==> src/rtl/isc_pkg.sv <==
package isc_pkg;
    localparam int PRIO_W = 8;
    typedef logic [PRIO_W-1:0] prio_t;
    localparam prio_t PRIO_MASKED = 8'hFF;

    typedef struct packed {
        logic mpend;   // edge fired while masked
        logic rej;     // edge request was turned away
        logic asrt;    // level line currently high
        logic sent;    // level request outstanding
    } src_flags_t;
endpackage

==> src/rtl/isc_src_cell.sv <==
module isc_src_cell
    import isc_pkg::*;
#(
    parameter int SRV_W    = 8,
    parameter bit IS_LEVEL = 1'b0
) (
    input  logic             clk,
    input  logic             rst_n,
    input  logic             irq,
    input  logic             cfg_hit,
    input  logic [SRV_W-1:0] cfg_srv,
    input  prio_t            cfg_prio,
    input  prio_t            cfg_saved,
    input  logic             rej_hit,
    input  logic             eoi_hit,
    input  logic             scan_hit,
    input  logic             grant,
    output logic             want,
    output logic [SRV_W-1:0] srv,
    output prio_t            prio
);
    typedef struct packed {
        logic [SRV_W-1:0] srv;
        prio_t            prio;
        prio_t            saved;
        src_flags_t       fl;
        logic             want;
        logic             prev;
    } cell_t;

    cell_t st_d, st_q;

    always_comb begin
        logic unmasked;
        logic new_want;
        logic lvl_chg;
        st_d     = st_q;
        new_want = 1'b0;
        lvl_chg  = 1'b0;
        st_d.prev = irq;
        if (cfg_hit) begin
            st_d.srv   = cfg_srv;
            st_d.prio  = cfg_prio;
            st_d.saved = cfg_saved;
        end
        unmasked = (st_d.prio != PRIO_MASKED);
        if (IS_LEVEL) begin
            lvl_chg      = (irq != st_q.fl.asrt);
            st_d.fl.asrt = irq;
            if (rej_hit || eoi_hit) begin
                st_d.fl.sent = 1'b0;
            end
            if ((lvl_chg || cfg_hit || scan_hit) && unmasked &&
                st_d.fl.asrt && !st_d.fl.sent) begin
                st_d.fl.sent = 1'b1;
                new_want     = 1'b1;
            end
        end else begin
            if (rej_hit) begin
                st_d.fl.rej = 1'b1;
            end
            if (irq && !st_q.prev) begin
                if (unmasked) begin
                    new_want = 1'b1;
                end else begin
                    st_d.fl.mpend = 1'b1;
                end
            end
            if (cfg_hit && st_d.fl.mpend && unmasked) begin
                st_d.fl.mpend = 1'b0;
                new_want      = 1'b1;
            end
            if (scan_hit && st_d.fl.rej) begin
                st_d.fl.rej = 1'b0;
                if (unmasked) begin
                    new_want = 1'b1;
                end
            end
        end
        st_d.want = (st_q.want & ~grant) | new_want;
        // a queued request whose source became masked is parked again
        if (st_d.want && !unmasked) begin
            st_d.want = 1'b0;
            if (IS_LEVEL) begin
                st_d.fl.sent = 1'b0;
            end else begin
                st_d.fl.mpend = 1'b1;
            end
        end
    end

    always_ff @(posedge clk) begin
        if (!rst_n) begin
            st_q.srv   <= '0;
            st_q.prio  <= PRIO_MASKED;
            st_q.saved <= PRIO_MASKED;
            st_q.fl    <= '0;
            st_q.want  <= 1'b0;
            st_q.prev  <= 1'b0;
        end else begin
            st_q <= st_d;
        end
    end

    assign want = st_q.want;
    assign srv  = st_q.srv;
    assign prio = st_q.prio;

    // saved priority moves only on a configuration write
    p_saved_hold_r11: assert property (@(posedge clk) disable iff (!rst_n)
        !cfg_hit |=> $stable(st_q.saved));

    generate
        if (IS_LEVEL) begin : g_lvl_chk
            // a reject leaves a level source not sent
            p_lvl_reject_r5: assert property (@(posedge clk) disable iff (!rst_n)
                (rej_hit && !scan_hit && !cfg_hit && irq == st_q.fl.asrt) |=> !st_q.fl.sent);
            // level sources never carry edge-only flags
            p_lvl_no_edge_flags_r1: assert property (@(posedge clk) disable iff (!rst_n)
                !st_q.fl.mpend && !st_q.fl.rej);
        end else begin : g_edge_chk
            // a reject is recorded on an edge source
            p_edge_reject_r5: assert property (@(posedge clk) disable iff (!rst_n)
                (rej_hit && !scan_hit) |=> st_q.fl.rej);
            // edge sources never carry level-only flags
            p_edge_no_lvl_flags_r7: assert property (@(posedge clk) disable iff (!rst_n)
                !st_q.fl.sent && !st_q.fl.asrt);
        end
    endgenerate
endmodule

==> src/rtl/isc_scan.sv <==
module isc_scan #(
    parameter int NUM_SRC = 16,
    localparam int IDX_W  = $clog2(NUM_SRC)
) (
    input  logic             clk,
    input  logic             rst_n,
    input  logic             resend_req,
    output logic             scan_valid,
    output logic [IDX_W-1:0] scan_idx
);
    localparam logic [IDX_W-1:0] LAST = IDX_W'(NUM_SRC - 1);

    typedef struct packed {
        logic             act;
        logic [IDX_W-1:0] idx;
    } scan_t;

    scan_t sc_d, sc_q;

    always_comb begin
        sc_d = sc_q;
        if (resend_req) begin
            sc_d.act = 1'b1;
            sc_d.idx = '0;
        end else if (sc_q.act) begin
            if (sc_q.idx == LAST) begin
                sc_d.act = 1'b0;
                sc_d.idx = '0;
            end else begin
                sc_d.idx = sc_q.idx + 1'b1;
            end
        end
    end

    always_ff @(posedge clk) begin
        if (!rst_n) begin
            sc_q <= '0;
        end else begin
            sc_q <= sc_d;
        end
    end

    assign scan_valid = sc_q.act;
    assign scan_idx   = sc_q.idx;

    // the scan pointer stays inside the bank
    p_scan_in_bank_r6: assert property (@(posedge clk) disable iff (!rst_n)
        scan_valid |-> (int'(scan_idx) < NUM_SRC));
endmodule

==> src/rtl/isc_arbiter.sv <==
module isc_arbiter
    import isc_pkg::*;
#(
    parameter int NUM_SRC = 16,
    parameter int SRV_W   = 8,
    parameter int NUM_W   = 16,
    parameter int BASE    = 'h1000
) (
    input  logic                          clk,
    input  logic                          rst_n,
    input  logic [NUM_SRC-1:0]            want,
    input  logic [NUM_SRC-1:0][SRV_W-1:0] srv_all,
    input  prio_t [NUM_SRC-1:0]           prio_all,
    output logic [NUM_SRC-1:0]            grant,
    output logic                          req_valid,
    output logic [SRV_W-1:0]              req_server,
    output logic [NUM_W-1:0]              req_num,
    output prio_t                         req_prio
);
    localparam logic [NUM_W-1:0] BASE_V = NUM_W'(BASE);

    typedef struct packed {
        logic             valid;
        logic [SRV_W-1:0] srv;
        logic [NUM_W-1:0] num;
        prio_t            prio;
    } req_t;

    req_t rq_d, rq_q;

    always_comb begin
        int sel;
        sel   = 0;
        grant = '0;
        for (int i = NUM_SRC - 1; i >= 0; i--) begin
            if (want[i]) sel = i;
        end
        rq_d = '0;
        if (|want) begin
            grant[sel] = 1'b1;
            rq_d.valid = 1'b1;
            rq_d.srv   = srv_all[sel];
            rq_d.num   = BASE_V + NUM_W'(sel);
            rq_d.prio  = prio_all[sel];
        end
    end

    always_ff @(posedge clk) begin
        if (!rst_n) begin
            rq_q <= '0;
        end else begin
            rq_q <= rq_d;
        end
    end

    assign req_valid  = rq_q.valid;
    assign req_server = rq_q.srv;
    assign req_num    = rq_q.num;
    assign req_prio   = rq_q.prio;

    // at most one grant, and no lower-index source left waiting
    p_single_grant_r9: assert property (@(posedge clk) disable iff (!rst_n)
        $onehot0(grant));
    p_lowest_first_r9: assert property (@(posedge clk) disable iff (!rst_n)
        (grant != '0) |-> ((want & (grant - 1'b1)) == '0));
endmodule

==> src/rtl/intr_source_ctl.sv <==
module intr_source_ctl
    import isc_pkg::*;
#(
    parameter int NUM_SRC            = 16,
    parameter int SRV_W              = 8,
    parameter int NUM_W              = 16,
    parameter int BASE               = 'h1000,
    parameter logic [NUM_SRC-1:0] LEVEL_MASK = 16'hFF00,
    localparam int IDX_W             = $clog2(NUM_SRC)
) (
    input  logic               clk,
    input  logic               rst_n,
    input  logic [NUM_SRC-1:0] irq_in,
    input  logic               cfg_we,
    input  logic [IDX_W-1:0]   cfg_idx,
    input  logic [SRV_W-1:0]   cfg_server,
    input  logic [7:0]         cfg_prio,
    input  logic [7:0]         cfg_saved,
    input  logic               rej_valid,
    input  logic [NUM_W-1:0]   rej_num,
    input  logic               eoi_valid,
    input  logic [NUM_W-1:0]   eoi_num,
    input  logic               resend_req,
    output logic               req_valid,
    output logic [SRV_W-1:0]   req_server,
    output logic [NUM_W-1:0]   req_num,
    output logic [7:0]         req_prio
);
    localparam logic [NUM_W-1:0] BASE_V = NUM_W'(BASE);
    localparam logic [NUM_W-1:0] CNT_V  = NUM_W'(NUM_SRC);

    logic [NUM_W-1:0]            rej_off, eoi_off;
    logic                        rej_in, eoi_in;
    logic                        scan_valid;
    logic [IDX_W-1:0]            scan_idx;
    logic [NUM_SRC-1:0]          want, grant;
    logic [NUM_SRC-1:0]          cfg_hit, rej_hit, eoi_hit, scan_hit;
    logic [NUM_SRC-1:0][SRV_W-1:0] srv_all;
    prio_t [NUM_SRC-1:0]         prio_all;

    // only numbers inside this bank's window are decoded
    always_comb begin
        rej_off = rej_num - BASE_V;
        eoi_off = eoi_num - BASE_V;
        rej_in  = rej_valid && (rej_num >= BASE_V) && (rej_off < CNT_V);
        eoi_in  = eoi_valid && (eoi_num >= BASE_V) && (eoi_off < CNT_V);
        for (int i = 0; i < NUM_SRC; i++) begin
            cfg_hit[i]  = cfg_we && (cfg_idx == IDX_W'(i));
            rej_hit[i]  = rej_in && (rej_off == NUM_W'(i));
            eoi_hit[i]  = eoi_in && (eoi_off == NUM_W'(i));
            scan_hit[i] = scan_valid && (scan_idx == IDX_W'(i));
        end
    end

    isc_scan #(.NUM_SRC(NUM_SRC)) u_scan (
        .clk        (clk),
        .rst_n      (rst_n),
        .resend_req (resend_req),
        .scan_valid (scan_valid),
        .scan_idx   (scan_idx)
    );

    generate
        for (genvar g = 0; g < NUM_SRC; g++) begin : g_src
            isc_src_cell #(
                .SRV_W    (SRV_W),
                .IS_LEVEL (LEVEL_MASK[g])
            ) u_cell (
                .clk       (clk),
                .rst_n     (rst_n),
                .irq       (irq_in[g]),
                .cfg_hit   (cfg_hit[g]),
                .cfg_srv   (cfg_server),
                .cfg_prio  (cfg_prio),
                .cfg_saved (cfg_saved),
                .rej_hit   (rej_hit[g]),
                .eoi_hit   (eoi_hit[g]),
                .scan_hit  (scan_hit[g]),
                .grant     (grant[g]),
                .want      (want[g]),
                .srv       (srv_all[g]),
                .prio      (prio_all[g])
            );
        end
    endgenerate

    isc_arbiter #(
        .NUM_SRC (NUM_SRC),
        .SRV_W   (SRV_W),
        .NUM_W   (NUM_W),
        .BASE    (BASE)
    ) u_arb (
        .clk        (clk),
        .rst_n      (rst_n),
        .want       (want),
        .srv_all    (srv_all),
        .prio_all   (prio_all),
        .grant      (grant),
        .req_valid  (req_valid),
        .req_server (req_server),
        .req_num    (req_num),
        .req_prio   (req_prio)
    );

    // a request never carries the masking priority
    p_no_masked_req_r1: assert property (@(posedge clk) disable iff (!rst_n)
        req_valid |-> (req_prio != PRIO_MASKED));
    // every request number lies in this bank's window
    p_num_window_r2: assert property (@(posedge clk) disable iff (!rst_n)
        req_valid |-> (req_num >= BASE_V) && (req_num - BASE_V < CNT_V));
    // nothing is presented in the cycle after reset
    p_quiet_after_reset_r10: assert property (@(posedge clk)
        !rst_n |=> !req_valid);
endmodule

==> config.mk <==
export PLATFORM = sky130hd
export DESIGN_NAME = intr_source_ctl
export DESIGN_NICKNAME = d
export VERILOG_FILES = /design/src/rtl/isc_pkg.sv /design/src/rtl/isc_src_cell.sv /design/src/rtl/isc_scan.sv /design/src/rtl/isc_arbiter.sv /design/src/rtl/intr_source_ctl.sv
export SDC_FILE = /design/constraint.sdc
export NUM_CORES = 1
export LEC_CHECK = 0
export BUFFER_PORTS_ARGS = -buffer_cell sky130_fd_sc_hd__buf_2
export CORE_ASPECT_RATIO = 1.2
export CORE_UTILIZATION = 41
export DETAILED_ROUTE_END_ITERATION = 16
export PLACE_DENSITY_LB_ADDON = 0.1
export SLEW_MARGIN = 20
export SYNTH_ARGS = -nofsm -noshare
export SYNTH_HDL_FRONTEND = slang
export SYNTH_SLANG_ARGS = --single-unit
==> constraint.sdc <==
create_clock -name clk -period 4.9 [get_ports clk]
set_clock_uncertainty 0.1 [all_clocks]
set_input_delay 0.98 -clock clk [delete_from_list [all_inputs] [get_ports clk]]
set_output_delay 0.98 -clock clk [all_outputs]
set_load 0.1 [all_outputs]
# After elaboration in Yosys (flattened, before gate mapping)
# Index checks and enable logic that the tools add are counted.
dict set report op_classes {
  addsub 4
  n_lt_le_gt_ge 6
  n_eq_ne 77
  reduce_logical 219
  muxes 150
  bitwise 49
}
# op count
set ops {}
lappend ops {{32-bit two-way mux} 15}
lappend ops {{16-bit two-way mux} 17}
lappend ops {{16-bit by 4-bit == test with 1-bit output (second input constant)} 16}
lappend ops {{1-bit logical AND} 133}
lappend ops {{8-bit inequality test (second input constant)} 16}
lappend ops {{1-bit two-way mux} 106}
lappend ops {{8-bit binary-select mux with 4-bit select} 2}
lappend ops {{16-bit by 3-bit == test with 1-bit output (second input constant)} 4}
lappend ops {{4-bit == test (second input constant)} 16}
lappend ops {{2-bit OR reduction} 25}
lappend ops {{33-bit two-way mux} 1}
lappend ops {{16-bit by 2-bit == test with 1-bit output (second input constant)} 2}
lappend ops {{4-bit by 3-bit == test with 1-bit output (second input constant)} 8}
lappend ops {{16-bit by 13-bit >= comparator with 1-bit output (second input constant)} 2}
lappend ops {{32-bit by 1-bit >= comparator with 1-bit output (second input constant)} 1}
lappend ops {{1-bit logical NOT} 32}
lappend ops {{16-bit by 5-bit less-than comparator with 1-bit output (second input constant)} 2}
lappend ops {{32-bit by 6-bit less-than comparator with 1-bit output (second input constant)} 1}
lappend ops {{8-bit two-way mux} 4}
lappend ops {{16-bit by 13-bit subtractor with 16-bit output (second input constant)} 2}
lappend ops {{1-bit logical OR} 24}
lappend ops {{1-bit NOT} 17}
lappend ops {{13-bit by 16-bit adder with 16-bit output (first input constant)} 1}
lappend ops {{1-bit bitwise AND} 16}
lappend ops {{13 further kinds} 42}
dict set report word_totals {
  reg_bits 478
  input_bits 82
  out_inout_bits 33
}

# Logic depth before layout (Yosys ltp)
dict set report logic_depth {
  word_depth 26
  ltp_mapped 10
  depth_no_buf 7
}

# By module
# From an unflattened synthesis, not the netlist that was laid out.
dict set report unflattened {
  hier_cells 2170
  area_unflattened_um2 18756.7
}
# module cells_per_inst instances area_each_um2
set by_module_without_submodules {}
lappend by_module_without_submodules {{isc_src_cell at g_src[0].u_cell ...} 96 8 915.9}
lappend by_module_without_submodules {{isc_src_cell at g_src[10].u_cell ...} 92 8 908.4}
lappend by_module_without_submodules {isc_arbiter 536 1 3362.0}
lappend by_module_without_submodules {intr_source_ctl 106 1 585.6}
lappend by_module_without_submodules {isc_scan 24 1 215.2}

# Least setup slack after synthesis
# OpenSTA, ideal clock, no wires.
dict set report synth_path {
  path_type {in2reg}
  start {input cfg_idx[1]}
  end {register g_src[8].u_cell.srv[5] (netlist name)}
  required_time_ns 4.724
  arrival_time_ns 2.561
  path_stages 7
  setup_ns 0.076
  path_buffers 3
  slack_ns 2.163
  cell_sequence {clkbuf_1 -> or3b_2 -> clkbuf_1 -> nor2_1 -> clkbuf_1 -> nand2_1 -> a21boi_0}
}
dict set report synth_via {
  elab_chain_len 2
}
# item line
set synth_rtl {}
lappend synth_rtl {{start, declared} intr_source_ctl.sv:15} ;# input logic [IDX_W-1:0] cfg_idx,
lappend synth_rtl {{4-bit == test} intr_source_ctl.sv:48} ;# cfg_hit[i] = cfg_we && (cfg_idx == IDX_W'(i));
lappend synth_rtl {{1-bit logical AND} intr_source_ctl.sv:48}
# Every way passes these cells.
# A chain may end at the register's enable or synchronous reset.

# Worst setup path after layout
dict set report layout_path {
  start {register g_src[3].u_cell.want (netlist name)}
  end {register u_arb.rq_q, in the netlist u_arb.req_server[0]}
}
dict set report layout_via {
  elab_chain_len 7
}
# item line
set layout_rtl {}
lappend layout_rtl {{32-bit two-way mux (4 in series)} isc_arbiter.sv:36} ;# if (want[i]) sel = i;
lappend layout_rtl {{8-bit binary-select mux with 4-bit select} isc_arbiter.sv:42} ;# rq_d.srv = srv_all[sel];
lappend layout_rtl {{8-bit two-way mux (not written as such) (2 in series)} isc_arbiter.sv:42}
lappend layout_rtl {{end signal, assigned} isc_arbiter.sv:52} ;# rq_q <= rq_d;
lappend layout_rtl {{end, declared} isc_arbiter.sv:29} ;# req_t rq_d, rq_q;
# Parallel ways exist; a longest one is shown, timed or not. The select of a mux whose other input is x is not followed.

==> flow_summary.ini <==
[outcome]
status = finished clean

[sta]
hold_viol = 0
tns_ns = 0
fin_crit_sh_pct = 72.0
holdWs_ns = 0.363
fmax_ghz = 0.284
drv_slew = 0
rsz0062_at_grt = no
worst_slew_pin_slew_ns = 1.12
finalCriticalPeriod_ns = 3.53
slew_headroom_pct = 25.2
setup_viol = 0

[worst_setup_path]
crit_path_max_incr_delay_ns = 0.83
r2r_cells = 8
crit_slowest_cell = a21oi_4
worst_setup_path_end_kind = flop
reg2reg_from = g_src[3].u_cell.want
setup.worst_path.start = g_src[3].u_cell.want
r2r_slack_ns = 1.37
cp-endpoint = u_arb.req_server[0]
path_max_fanout = 35
cp-start-kind = flop
critPathKind = flop to flop
reg2reg_to = u_arb.req_server[0]
critPathRequiredTime_ns = 5.21
arrival_ns = 3.84
worstPathCellList = and2b_1 > nor3_2 > a21oi_4 > o21bai_4 > buf_4 > a222oi_1 > o22a_1 > o21ai_1

[yosys]
synth-seq-area-share_pct = 44.0
syn_inst = 1925
yosys_warnings = 0
syn_area_mm2 = 0.0154
syn_avg_cell_area_um2 = 8.01
ys_async_sr_fraction_pct = 0
synth_top_cell_area_share_pct = 44.0
synthMostInstantiatedCell = nand2_1
synth_top_cells_by_count = nand2_1 (563), dfxtp_1 (339), a21boi_0 (138), nand3_1 (138), clkbuf_1 (126)
synth_edf_count = 0
ys_ff_latch = 339
yosysTopAreaCell = dfxtp_1
yosysUniqueCellTypes = 73
synth_flop_cell = dfxtp_1
synthTopCellsByArea = dfxtp_1 (44%), nand2_1 (14%), a21boi_0 (6.7%)

[finish]
drive_above_1_share_pct = 13.3
final_nets = 2031
area_growth_pct = 13.2
antenna_cells = 0
fin_cells = 2447
fin_util_pct = 47.3

[grt]
grt_usage_pct = 27.5
overflow = 0
antenna_found_initial = 0
grt_pass1_wl_mm = 80.7
grt_pass1_vias = 13500
grt_start_max_net_pins = 124

[power]
powerDensity_mw_per_mm2 = 413
clockPowerShare_pct = 40.5
comb_power_share_pct = 19.2
p_sw_mw = 2.25
p_int_mw = 4.95
swShare_pct = 31.2
p_leak_nw = 6.94
power_mw = 7.21
peakVddDrop_mv = 0.308
seq_power_share_pct = 40.4

[cts]
clk_path_buf_depth = 3
cts-resized-gates = 0
cts_setup_buffers = 0
htreeDepth = 2
path_clk_slew_ns = 0.06
clk_latency_ns = 0.54
cts_root_buf = clkbuf_16
ctsHoldBuffers = 0
tritoncts = done
cts_buffers = 38
cts.sinks = 339

[routing]
dr.pass1.iters = 8
drtIter0Drc = 1476
wl_per_cell_um = 21.6
vias = 14200
postRouteAntennaNets = 0
via_per_inst = 5.81
routed_wirelength_mm = 52.8
drc_errors = 0

[floorplanning]
start_util_pct = 41.8
core_mm2 = 0.0369
die-area_mm2 = 0.0384
die_h_um = 214
die_x_um = 179
ioPinCount = 115
num_rows = 77

[placed_design]
dpl.cell_count = 2379
port_buffers = 95
place_hpwl_mm = 34.4
gp_congestion = 0.888

[run]
maxCapViolCount = 0

[min_path]
min_path_type = flop to flop
min_path_cells = 2
## metrics by stage
stage / cell area, um^2 / setup WS, ns
final: 17400 / 1.37
after CTS: 17400 / 1.41
after global placement: 16200 / 1.51
after global routing: 17400 / 1.23
after floorplan: 15500 / 2.16
after detailed placement: 16200 / 1.43
## critical path: cells and delay by family, from the launching register on
| kind | cells | cell delay (ns) |
|---|---|---|
| AOI/OAI and AO/OA | 5 | 2.00 |
| buffers and inverters | 1 | 0.33 |
| DFF | 1 | 0.48 |
| and+or+nand+nor | 2 | 0.47 |
## flip-flops by register name, indices dropped and copies added (netlist names)
name and cells:
u_arb.req_prio 8, g_src.u_cell.st_q 40, u_scan.scan_valid 1, g_src.u_cell.want 16, u_arb.req_valid 1, g_src.u_cell.srv 128
g_src.u_cell.prio 128, u_arb.req_server 8, u_arb.req_num 5, u_scan.scan_idx 4
## final cells by class
| class | count | area [um^2] |
|---|---|---|
| fillers | 3646 | 19500 |
| repair buffers | 135 | 797 |
| well taps | 474 | 593 |
| clock buffers | 60 | 1210 |
| clock inverters | 8 | 67.6 |
| flip-flops and latches | 339 | 6790 |
| inverters | 31 | 116 |
| multi-input cells | 1400 | 7870 |
## routing by layer
| metal | global-route usage, % | part of all wire [%] | vias up |
|---|---|---|---|
| met2 | 44.2 | 47 | 543 |
| met4 | 10.9 | 3.4 | 0 |
| met5 | 0 | 0 | - |
| met3 | 3.33 | 6.2 | 106 |
| met1 | 37.3 | 43 | 6820 |
| li1 | - | - | 6753 |
## layout by cell type (no fill, tap or decap), types with 5 or more instances in the layout
master	synthesis	final
mux2i_1	18	18
nand2_1	563	563
o22a_1	15	15
nand3_1	138	138
and3_1	16	16
a221oi_1	16	16
a31oi_1	5	5
nor3_1	16	13
conb_1	1	11
and2_1	19	19
o2bb2ai_1	16	16
clkbuf_16	0	41
dfxtp_1	339	339
o21ai_0	61	60
o2111ai_1	16	16
inv_1	31	31
o21ai_1	14	13
mux2_4	6	6
buf_2	14	94
buf_4	12	39
mux2_2	25	25
nor2b_1	6	6
a222oi_1	31	31
o31ai_1	7	7
a21oi_1	37	37
nor2_2	2	7
nor2_1	48	43
clkbuf_1	126	8
o211ai_1	8	8
clkbuf_8	0	12
nand4_1	84	84
nand2b_1	15	15
a21boi_0	138	138
clkinv_2	0	6
## power groups by stage
stage | Sequential [mW] | Clock, mW | Combinational (mW)
3_5_place_dp | 2.97 | 0 | 1.36
2_1_floorplan | 3.16 | 0 | 0.785
5_1_grt | 2.92 | 3.07 | 1.45
3_3_place_gp | 2.97 | 0 | 1.35
6_report | 2.91 | 2.92 | 1.38
4_1_cts | 2.91 | 2.96 | 1.37
## kinds of logic after synthesis
group           count (synthesis)  share of synthesized area, %
xor+xnor                        1                        0.0568
mux                            49                          3.58
flops                         339                          44.0
other cells                     1                        0.0243
compound gates                397                          19.2
buf+inv                       196                          5.50
fa+ha+maj                       4                         0.325
simple gates                  938                          27.3
## how the worst min path moves through the flow
stage | from | slack [ns] | end
floorplan | g_src[0].u_cell.st_q[4] | 0.34 | g_src[0].u_cell.st_q[4]
global placement | g_src[7].u_cell.srv[4] | 0.35 | g_src[7].u_cell.srv[4]
detailed placement | g_src[14].u_cell.srv[7] | 0.36 | g_src[14].u_cell.srv[7]
CTS | g_src[14].u_cell.srv[7] | 0.36 | g_src[14].u_cell.srv[7]
global route | g_src[12].u_cell.srv[4] | 0.38 | g_src[12].u_cell.srv[4]
finish | g_src[14].u_cell.srv[7] | 0.36 | g_src[14].u_cell.srv[7]
No activity file was read; power rests on OpenSTA's default activity.
